### src/rtl/spi_arb_pkg.sv
package spi_arb_pkg;
  typedef enum logic [1:0] {
    OWN_FREE  = 2'd0,
    OWN_LOCAL = 2'd1,
    OWN_TURN  = 2'd2,
    OWN_PEER  = 2'd3
  } own_e;

  localparam int unsigned PIN_CNT = 3;
  // pin order inside vectors: [0]=clock, [1]=data out, [2]=chip select
  localparam logic [PIN_CNT-1:0] PIN_IDLE = 3'b100;
endpackage

### src/rtl/spi_arb_sync.sv
module spi_arb_sync #(
  parameter int unsigned STAGES  = 2,
  parameter logic        IDLE_LV = 1'b1
) (
  input  logic clk,
  input  logic rst_n,
  input  logic d_i,
  output logic q_o
);
  logic [STAGES-1:0] sh_q;

  always_ff @(posedge clk or negedge rst_n) begin
    if (!rst_n) sh_q <= {STAGES{IDLE_LV}};
    else        sh_q <= {sh_q[STAGES-2:0], d_i};
  end

  assign q_o = sh_q[STAGES-1];
endmodule

### src/rtl/spi_arb_txn.sv
// Tracks the local transaction in flight and decides when ownership may end.
module spi_arb_txn (
  input  logic clk,
  input  logic rst_n,
  input  logic owned_i,
  input  logic req_i,
  input  logic cs_n_i,
  input  logic pe_i,
  input  logic poll_done_i,
  input  logic poll_busy_i,
  output logic pe_pend_o,
  output logic release_o
);
  logic cs_q, cs_d;
  logic pend_q, pend_d;
  logic cs_fall;

  assign cs_fall = owned_i && cs_q && !cs_n_i;

  always_comb begin
    release_o = 1'b0;
    if (owned_i && cs_n_i) begin
      if (pend_q) release_o = poll_done_i && !poll_busy_i;
      else        release_o = !cs_q || !req_i;
    end
  end

  always_comb begin
    cs_d   = owned_i ? cs_n_i : 1'b1;
    pend_d = pend_q;
    if (cs_fall && pe_i) pend_d = 1'b1;
    if (release_o)       pend_d = 1'b0;
  end

  always_ff @(posedge clk or negedge rst_n) begin
    if (!rst_n) begin
      cs_q   <= 1'b1;
      pend_q <= 1'b0;
    end else begin
      cs_q   <= cs_d;
      pend_q <= pend_d;
    end
  end

  assign pe_pend_o = pend_q;
endmodule

### src/rtl/spi_arb_fsm.sv
module spi_arb_fsm
  import spi_arb_pkg::*;
#(
  parameter int unsigned TURN_CYC = 2
) (
  input  logic clk,
  input  logic rst_n,
  input  logic req_i,
  input  logic peer_req_i,
  input  logic release_i,
  output logic grant_o,
  output logic peer_gnt_o
);
  localparam int unsigned CW = $clog2(TURN_CYC + 1);
  localparam logic [CW-1:0] CNT_LAST = CW'(TURN_CYC - 1);

  own_e          st_q, st_d;
  logic [CW-1:0] cnt_q, cnt_d;
  logic          last_loc_q, last_loc_d;

  always_comb begin
    st_d       = st_q;
    cnt_d      = '0;
    last_loc_d = last_loc_q;
    unique case (st_q)
      OWN_FREE: begin
        if (req_i)           st_d = OWN_LOCAL;   // local wins ties
        else if (peer_req_i) st_d = OWN_PEER;
      end
      OWN_LOCAL: begin
        if (release_i) begin
          st_d       = OWN_TURN;
          last_loc_d = 1'b1;
        end
      end
      OWN_PEER: begin
        if (!peer_req_i) begin
          st_d       = OWN_TURN;
          last_loc_d = 1'b0;
        end
      end
      OWN_TURN: begin
        if (cnt_q == CNT_LAST) begin
          if (peer_req_i && (last_loc_q || !req_i)) st_d = OWN_PEER;
          else if (req_i)                           st_d = OWN_LOCAL;
          else                                      st_d = OWN_FREE;
        end else begin
          cnt_d = cnt_q + 1'b1;
        end
      end
      default: st_d = OWN_FREE;
    endcase
  end

  always_ff @(posedge clk or negedge rst_n) begin
    if (!rst_n) begin
      st_q       <= OWN_FREE;
      cnt_q      <= '0;
      last_loc_q <= 1'b0;
    end else begin
      st_q       <= st_d;
      cnt_q      <= cnt_d;
      last_loc_q <= last_loc_d;
    end
  end

  assign grant_o    = (st_q == OWN_LOCAL);
  assign peer_gnt_o = (st_q == OWN_PEER);
endmodule

### src/rtl/spi_arb_pads.sv
module spi_arb_pads
  import spi_arb_pkg::*;
(
  input  logic               drive_i,
  input  logic [PIN_CNT-1:0] val_i,
  output logic [PIN_CNT-1:0] pin_o,
  output logic [PIN_CNT-1:0] oe_o
);
  for (genvar i = 0; i < PIN_CNT; i++) begin : g_pin
    assign pin_o[i] = drive_i ? val_i[i] : PIN_IDLE[i];
    assign oe_o[i]  = drive_i;
  end
endmodule

### src/rtl/spi_share_arb.sv
module spi_share_arb
  import spi_arb_pkg::*;
#(
  parameter int unsigned TURN_CYC   = 2,
  parameter int unsigned SYNC_STG   = 2,
  parameter int unsigned RST_STAGES = 2
) (
  input  logic clk,
  input  logic rst_n,
  input  logic req_i,
  output logic grant_o,
  input  logic eng_pe_i,
  input  logic eng_sck_i,
  input  logic eng_mosi_i,
  input  logic eng_cs_n_i,
  output logic eng_miso_o,
  input  logic poll_done_i,
  input  logic poll_busy_i,
  input  logic arb_n_i,
  output logic peer_gnt_o,
  output logic sck_o,
  output logic sck_oe_o,
  output logic mosi_o,
  output logic mosi_oe_o,
  output logic cs_n_o,
  output logic cs_n_oe_o,
  input  logic miso_i
);
  logic [RST_STAGES-1:0] rst_sh_q;
  logic                  rst_int_n;
  logic                  arb_sync;
  logic                  peer_req;
  logic                  release_ev;
  logic                  pe_pend;
  logic [PIN_CNT-1:0]    pin_val, pin_out, pin_oe;

  always_ff @(posedge clk or negedge rst_n) begin
    if (!rst_n) rst_sh_q <= '0;
    else        rst_sh_q <= {rst_sh_q[RST_STAGES-2:0], 1'b1};
  end
  assign rst_int_n = rst_sh_q[RST_STAGES-1];

  spi_arb_sync #(.STAGES(SYNC_STG), .IDLE_LV(1'b1)) u_sync (
    .clk   (clk),
    .rst_n (rst_int_n),
    .d_i   (arb_n_i),
    .q_o   (arb_sync)
  );
  assign peer_req = !arb_sync;

  spi_arb_txn u_txn (
    .clk         (clk),
    .rst_n       (rst_int_n),
    .owned_i     (grant_o),
    .req_i       (req_i),
    .cs_n_i      (eng_cs_n_i),
    .pe_i        (eng_pe_i),
    .poll_done_i (poll_done_i),
    .poll_busy_i (poll_busy_i),
    .pe_pend_o   (pe_pend),
    .release_o   (release_ev)
  );

  spi_arb_fsm #(.TURN_CYC(TURN_CYC)) u_fsm (
    .clk        (clk),
    .rst_n      (rst_int_n),
    .req_i      (req_i),
    .peer_req_i (peer_req),
    .release_i  (release_ev),
    .grant_o    (grant_o),
    .peer_gnt_o (peer_gnt_o)
  );

  assign pin_val = {eng_cs_n_i, eng_mosi_i, eng_sck_i};

  spi_arb_pads u_pads (
    .drive_i (grant_o),
    .val_i   (pin_val),
    .pin_o   (pin_out),
    .oe_o    (pin_oe)
  );

  assign sck_o      = pin_out[0];
  assign mosi_o     = pin_out[1];
  assign cs_n_o     = pin_out[2];
  assign sck_oe_o   = pin_oe[0];
  assign mosi_oe_o  = pin_oe[1];
  assign cs_n_oe_o  = pin_oe[2];
  assign eng_miso_o = grant_o & miso_i;
endmodule

### config.mk
export PLATFORM = sky130hd
export DESIGN_NAME = spi_share_arb
export DESIGN_NICKNAME = d
export VERILOG_FILES = /design/src/rtl/spi_arb_pkg.sv /design/src/rtl/spi_arb_sync.sv /design/src/rtl/spi_arb_txn.sv /design/src/rtl/spi_arb_fsm.sv /design/src/rtl/spi_arb_pads.sv /design/src/rtl/spi_share_arb.sv
export SDC_FILE = /design/constraint.sdc
export NUM_CORES = 1
export LEC_CHECK = 0
export ABC_AREA = 1
export CELL_PAD_IN_SITES_DETAIL_PLACEMENT = 0
export CELL_PAD_IN_SITES_GLOBAL_PLACEMENT = 1
export CORE_MARGIN = 4
export CORE_UTILIZATION = 29
export DETAILED_ROUTE_END_ITERATION = 12
export PLACE_DENSITY_LB_ADDON = 0.1
export SETUP_SLACK_MARGIN = 0.4
export SLEW_MARGIN = 20
export SYNTH_ARGS = -nofsm -noshare
export SYNTH_HDL_FRONTEND = slang
export SYNTH_SLANG_ARGS = --single-unit
### constraint.sdc
create_clock -name clk -period 1.6 [get_ports clk]
set_clock_uncertainty 0.15 [all_clocks]
set_input_delay 0.4 -clock clk [delete_from_list [all_inputs] [get_ports clk]]
set_output_delay 0.4 -clock clk [all_outputs]
set_load 0.1 [all_outputs]
==> reports/summary.log <==
qor: floorplan.dieHeight 51.0 um
qor: routing.drt_first_pass_iters 3
qor: yosys.net_count_of_the_mapped_netlist 79
qor: routing.routed_wirelength 1170 um
qor: grt.grt_util_all_layers 9.79%
qor: routing.vias_per_cell 4.05
qor: setup_path.setup.worst_path.end_class output port
qor: setup_path.critPathLaunch u_fsm.st_q[1]$_DFFE_PN0P_
qor: clock_tree.cts_inserted_buffers 3
qor: grt.wire_length_of_the_first_global_routing_pass 1890 um
qor: routing.drt_first_iter_violations 7
qor: grt.grt_overflow 0
qor: setup_path.startpoint_type flip-flop
qor: yosys.ys_seq_elements 11
qor: routing.drcViolationCount 0
qor: job.cap_violations 0
qor: setup_path.worstReg2RegStart u_fsm.st_q[0]$_DFFE_PN0P_
qor: floorplan.dieArea 0.00260 mm2
qor: grt.vias_in_the_first_global_route 481
qor: setup_path.required 1.05 ns
qor: yosys.ys.warnings.count 0
qor: cells_and_area.multi_input_area 260 um2
qor: sta.post-route-period-util 114%
qor: clock_tree.cts.sinks 11
qor: setup_path.ff2ff_setup_slack 0.03 ns
qor: yosys.synth_simple_gate_area_share 28.9%
qor: sta.finalWorstSetupSlack -0.231 ns
qor: placed_design.dp_hpwl 899 um
qor: cells_and_area.layout.cells.non_filler 126
qor: yosys.main_combinational_cell_family_by_area_after_synthesis simple AND/OR/NAND/NOR gates
qor: cells_and_area.final_net_count 113
qor: hold_path.hold_class reg2async
qor: yosys.avgSynthCellArea 7.89 um2
qor: sta.hold_slack -0.00835 ns
qor: setup_path.timing.critical_path.arrival 1.28 ns
qor: run_status.failing_checks hold timing, setup timing
qor: yosys.yosys.area.top_type sky130_fd_sc_hd__dfrtp_1
qor: yosys.synthesis.instances 68
qor: clock_tree.cts.root.buffer_cell sky130_fd_sc_hd__clkbuf_4
qor: sta.clock.fmax 0.546 GHz
qor: floorplan.fp-row-count 15
qor: cells_and_area.nFillCells 167
qor: yosys.yosysTopAreaCellShare 37.3%
qor: grt.antenna_found_initial 0
qor: routing.dr_total_vias 510
qor: cells_and_area.antenna-diode-count 0
qor: floorplan.pin_count 20
qor: setup_path.setup.worst_path.class reg2out
qor: placed_design.numPlacedInstances 115
qor: cells_and_area.drive_gt1_share 48.5%
qor: clock_tree.buffer_depth_of_the_longest_clock_path 2
qor: yosys.synthesized_area_fraction_occupied_by_ao_oa_aoi_and_oai_cells 3.73%
qor: placed_design.io_buffers 19
qor: yosys.area_contributors_post_synth sky130_fd_sc_hd__dfrtp_1 (37%), sky130_fd_sc_hd__dfstp_2 (15%), sky130_fd_sc_hd__nand2_1 (10%)
qor: routing.avgRoutedWirePerCell 9.28 um
qor: setup_path.reg2reg_to u_fsm.last_loc_q$_DFFE_PN0P_
qor: yosys.netlist_area 537 um2
qor: floorplan.die_x 51.0 um
qor: clock_tree.ctsHtreeMaxLevel 1
qor: yosys.synth-adder-area-share 0%
qor: routing.drtAntennaViolNets 0
qor: setup_path.crit_fanout 4
qor: run_status.run_status complete, but fails checks
qor: sta.rsz0062_at_grt yes
qor: sta.final-max-slew-violation-count 0
qor: floorplan.start_util 30.8%
qor: cells_and_area.regArea 279 um2
qor: cells_and_area.layout-area-overhead-vs-synth 97.9%
qor: yosys.mux_share_of_post_synthesis_cell_area 0%
qor: clock_tree.worst_skew_pair.late_latency 0.27 ns
qor: sta.setup_total_negative_slack -1.95 ns
qor: floorplan.placeableCoreArea 0.00175 mm2
qor: yosys.synth.lib_cells_used.distinct 18
qor: sta.setup_violations 9
qor: sta.final_hold_violations 4
qor: placed_design.weighted_congestion_reported_at_the_end_of_routability_driven_placement 0.762
qor: sta.min_period 1.83 ns
qor: yosys.seq_area_frac_synth 52.0%
qor: clock_tree.worst_setup_hold_path_clk_slew 0.08 ns
qor: setup_path.timing.critical_path.to cs_n_oe_o
qor: grt.grt_start_max_net_pins 10
qor: clock_tree.cts_tree built
qor: yosys.synth_xor_xnor_area_share 0%
qor: setup_path.reg2reg_depth 10
qor: clock_tree.cts-hold-fix-buffers 0
==> what timing repair did <==
action	4_1_cts	5_1_grt
endpoints found under the setup margin	13	15
pin swaps	3	2
setup buffers	5	2
endpoints found under the hold margin	0	0
resized for setup	13	2
==> worst min path at each step <==
stage / endpoint / slack, ns
2_1_floorplan: rst_sh_q[0]$_DFF_PN0_ / -0.05
3_3_place_gp: u_fsm.last_loc_q$_DFFE_PN0P_ / 0.006
3_5_place_dp: u_txn.pe_pend_o$_DFFE_PN0P_ / 0.01
4_1_cts: u_fsm.st_q[1]$_DFFE_PN0P_ / 0.007
5_1_grt: u_txn.pe_pend_o$_DFFE_PN0P_ / 0.04
6_report: u_fsm.cnt_q[0]$_DFF_PN0_ / -0.008
==> cell usage in the layout, fill, tap and decap left out <==
master                            synthesis  routed
sky130_fd_sc_hd__a21oi_1                  2       1
sky130_fd_sc_hd__a21oi_2                  0       1
sky130_fd_sc_hd__buf_12                   0      10
sky130_fd_sc_hd__buf_4                    3      10
sky130_fd_sc_hd__buf_6                    0       2
sky130_fd_sc_hd__clkbuf_4                 0       3
sky130_fd_sc_hd__clkdlybuf4s50_1          0      10
sky130_fd_sc_hd__clkinv_1                 1       1
sky130_fd_sc_hd__clkinv_2                 0       1
sky130_fd_sc_hd__clkinvlp_4               0       2
sky130_fd_sc_hd__conb_1                   1       1
sky130_fd_sc_hd__dfrtp_1                  8       8
sky130_fd_sc_hd__dfstp_2                  3       3
sky130_fd_sc_hd__inv_1                   11       9
sky130_fd_sc_hd__inv_2                    3       2
sky130_fd_sc_hd__inv_4                    0       1
sky130_fd_sc_hd__nand2_1                 15      12
sky130_fd_sc_hd__nand2_2                  3       1
sky130_fd_sc_hd__nand2_4                  0       4
sky130_fd_sc_hd__nand2_8                  0       1
sky130_fd_sc_hd__nand3_1                  4       4
sky130_fd_sc_hd__nand3_2                  1       1
sky130_fd_sc_hd__nand4_1                  1       1
sky130_fd_sc_hd__nor2_1                   7       3
sky130_fd_sc_hd__nor2_2                   2       3
sky130_fd_sc_hd__nor2_4                   0       3
sky130_fd_sc_hd__nor3_4                   0       1
sky130_fd_sc_hd__o21ai_0                  1       1
sky130_fd_sc_hd__o21ai_1                  1       1
==> per-layer routing <==
layer	track usage, %	vias to the layer above	part of all wire (%)
met5	0	-	0
met4	2.69	0	0
met3	4.37	0	7.4
met2	17.4	14	53
met1	10.4	232	40
li1	-	264	-
==> critical path: stages, from the launching register on <==
cell and delay (ns):
sky130_fd_sc_hd__dfrtp_1 0.36, sky130_fd_sc_hd__inv_2 0.06, sky130_fd_sc_hd__nand2_4 0.08, sky130_fd_sc_hd__clkinvlp_4 0.16
sky130_fd_sc_hd__buf_12 0.19, sky130_fd_sc_hd__buf_12 0.16
==> sequential cells by signal (all words and copies together), names as in the netlist <==
signal / cells
rst_sh_q: 2
u_fsm.cnt_q: 2
u_fsm.last_loc_q: 1
u_fsm.st_q: 2
u_sync.sh_q: 2
u_txn.cs_q: 1
u_txn.pe_pend_o: 1
==> cell families (layout without fill, tap and decap cells) <==
kind of cell           Yosys count  after routing
AND/OR/NAND/NOR                 34             34
buffers and inverters           18             51
flip-flops                      11             11
AO/OA/AOI/OAI                    4              4
other                            1              1
==> synth_stat cells (all sizes together) <==
master,count
a21oi,2
buf,3
clkinv,1
conb,1
dfrtp,8
dfstp,3
inv,14
nand2,18
nand3,5
nand4,1
nor2,9
nor3,1
o21ai,2
==> layout make-up <==
class                   instances  share of cell area [%]
clock buffers                   3                    2.12
clock inverters                 1                   0.471
inverters                      15                    6.24
multi-input cells              39                    24.5
flip-flops and latches         11                    26.3
well taps                      25                    2.94
repair buffers                 32                    37.5
==> stage by stage <==
step                util (%)  setup slack [ns]  cell area, um2
detailed placement      52.7            -0.181             920
CTS                     59.5            -0.244            1040
global placement        52.7            -0.173             920
floorplan                  -            -0.466             584
finish                  60.9            -0.231            1060
global route            60.9            -0.298            1060
Power is not shown: default switching activity piles up to over one toggle a cycle in this logic, so the estimate is an artifact.
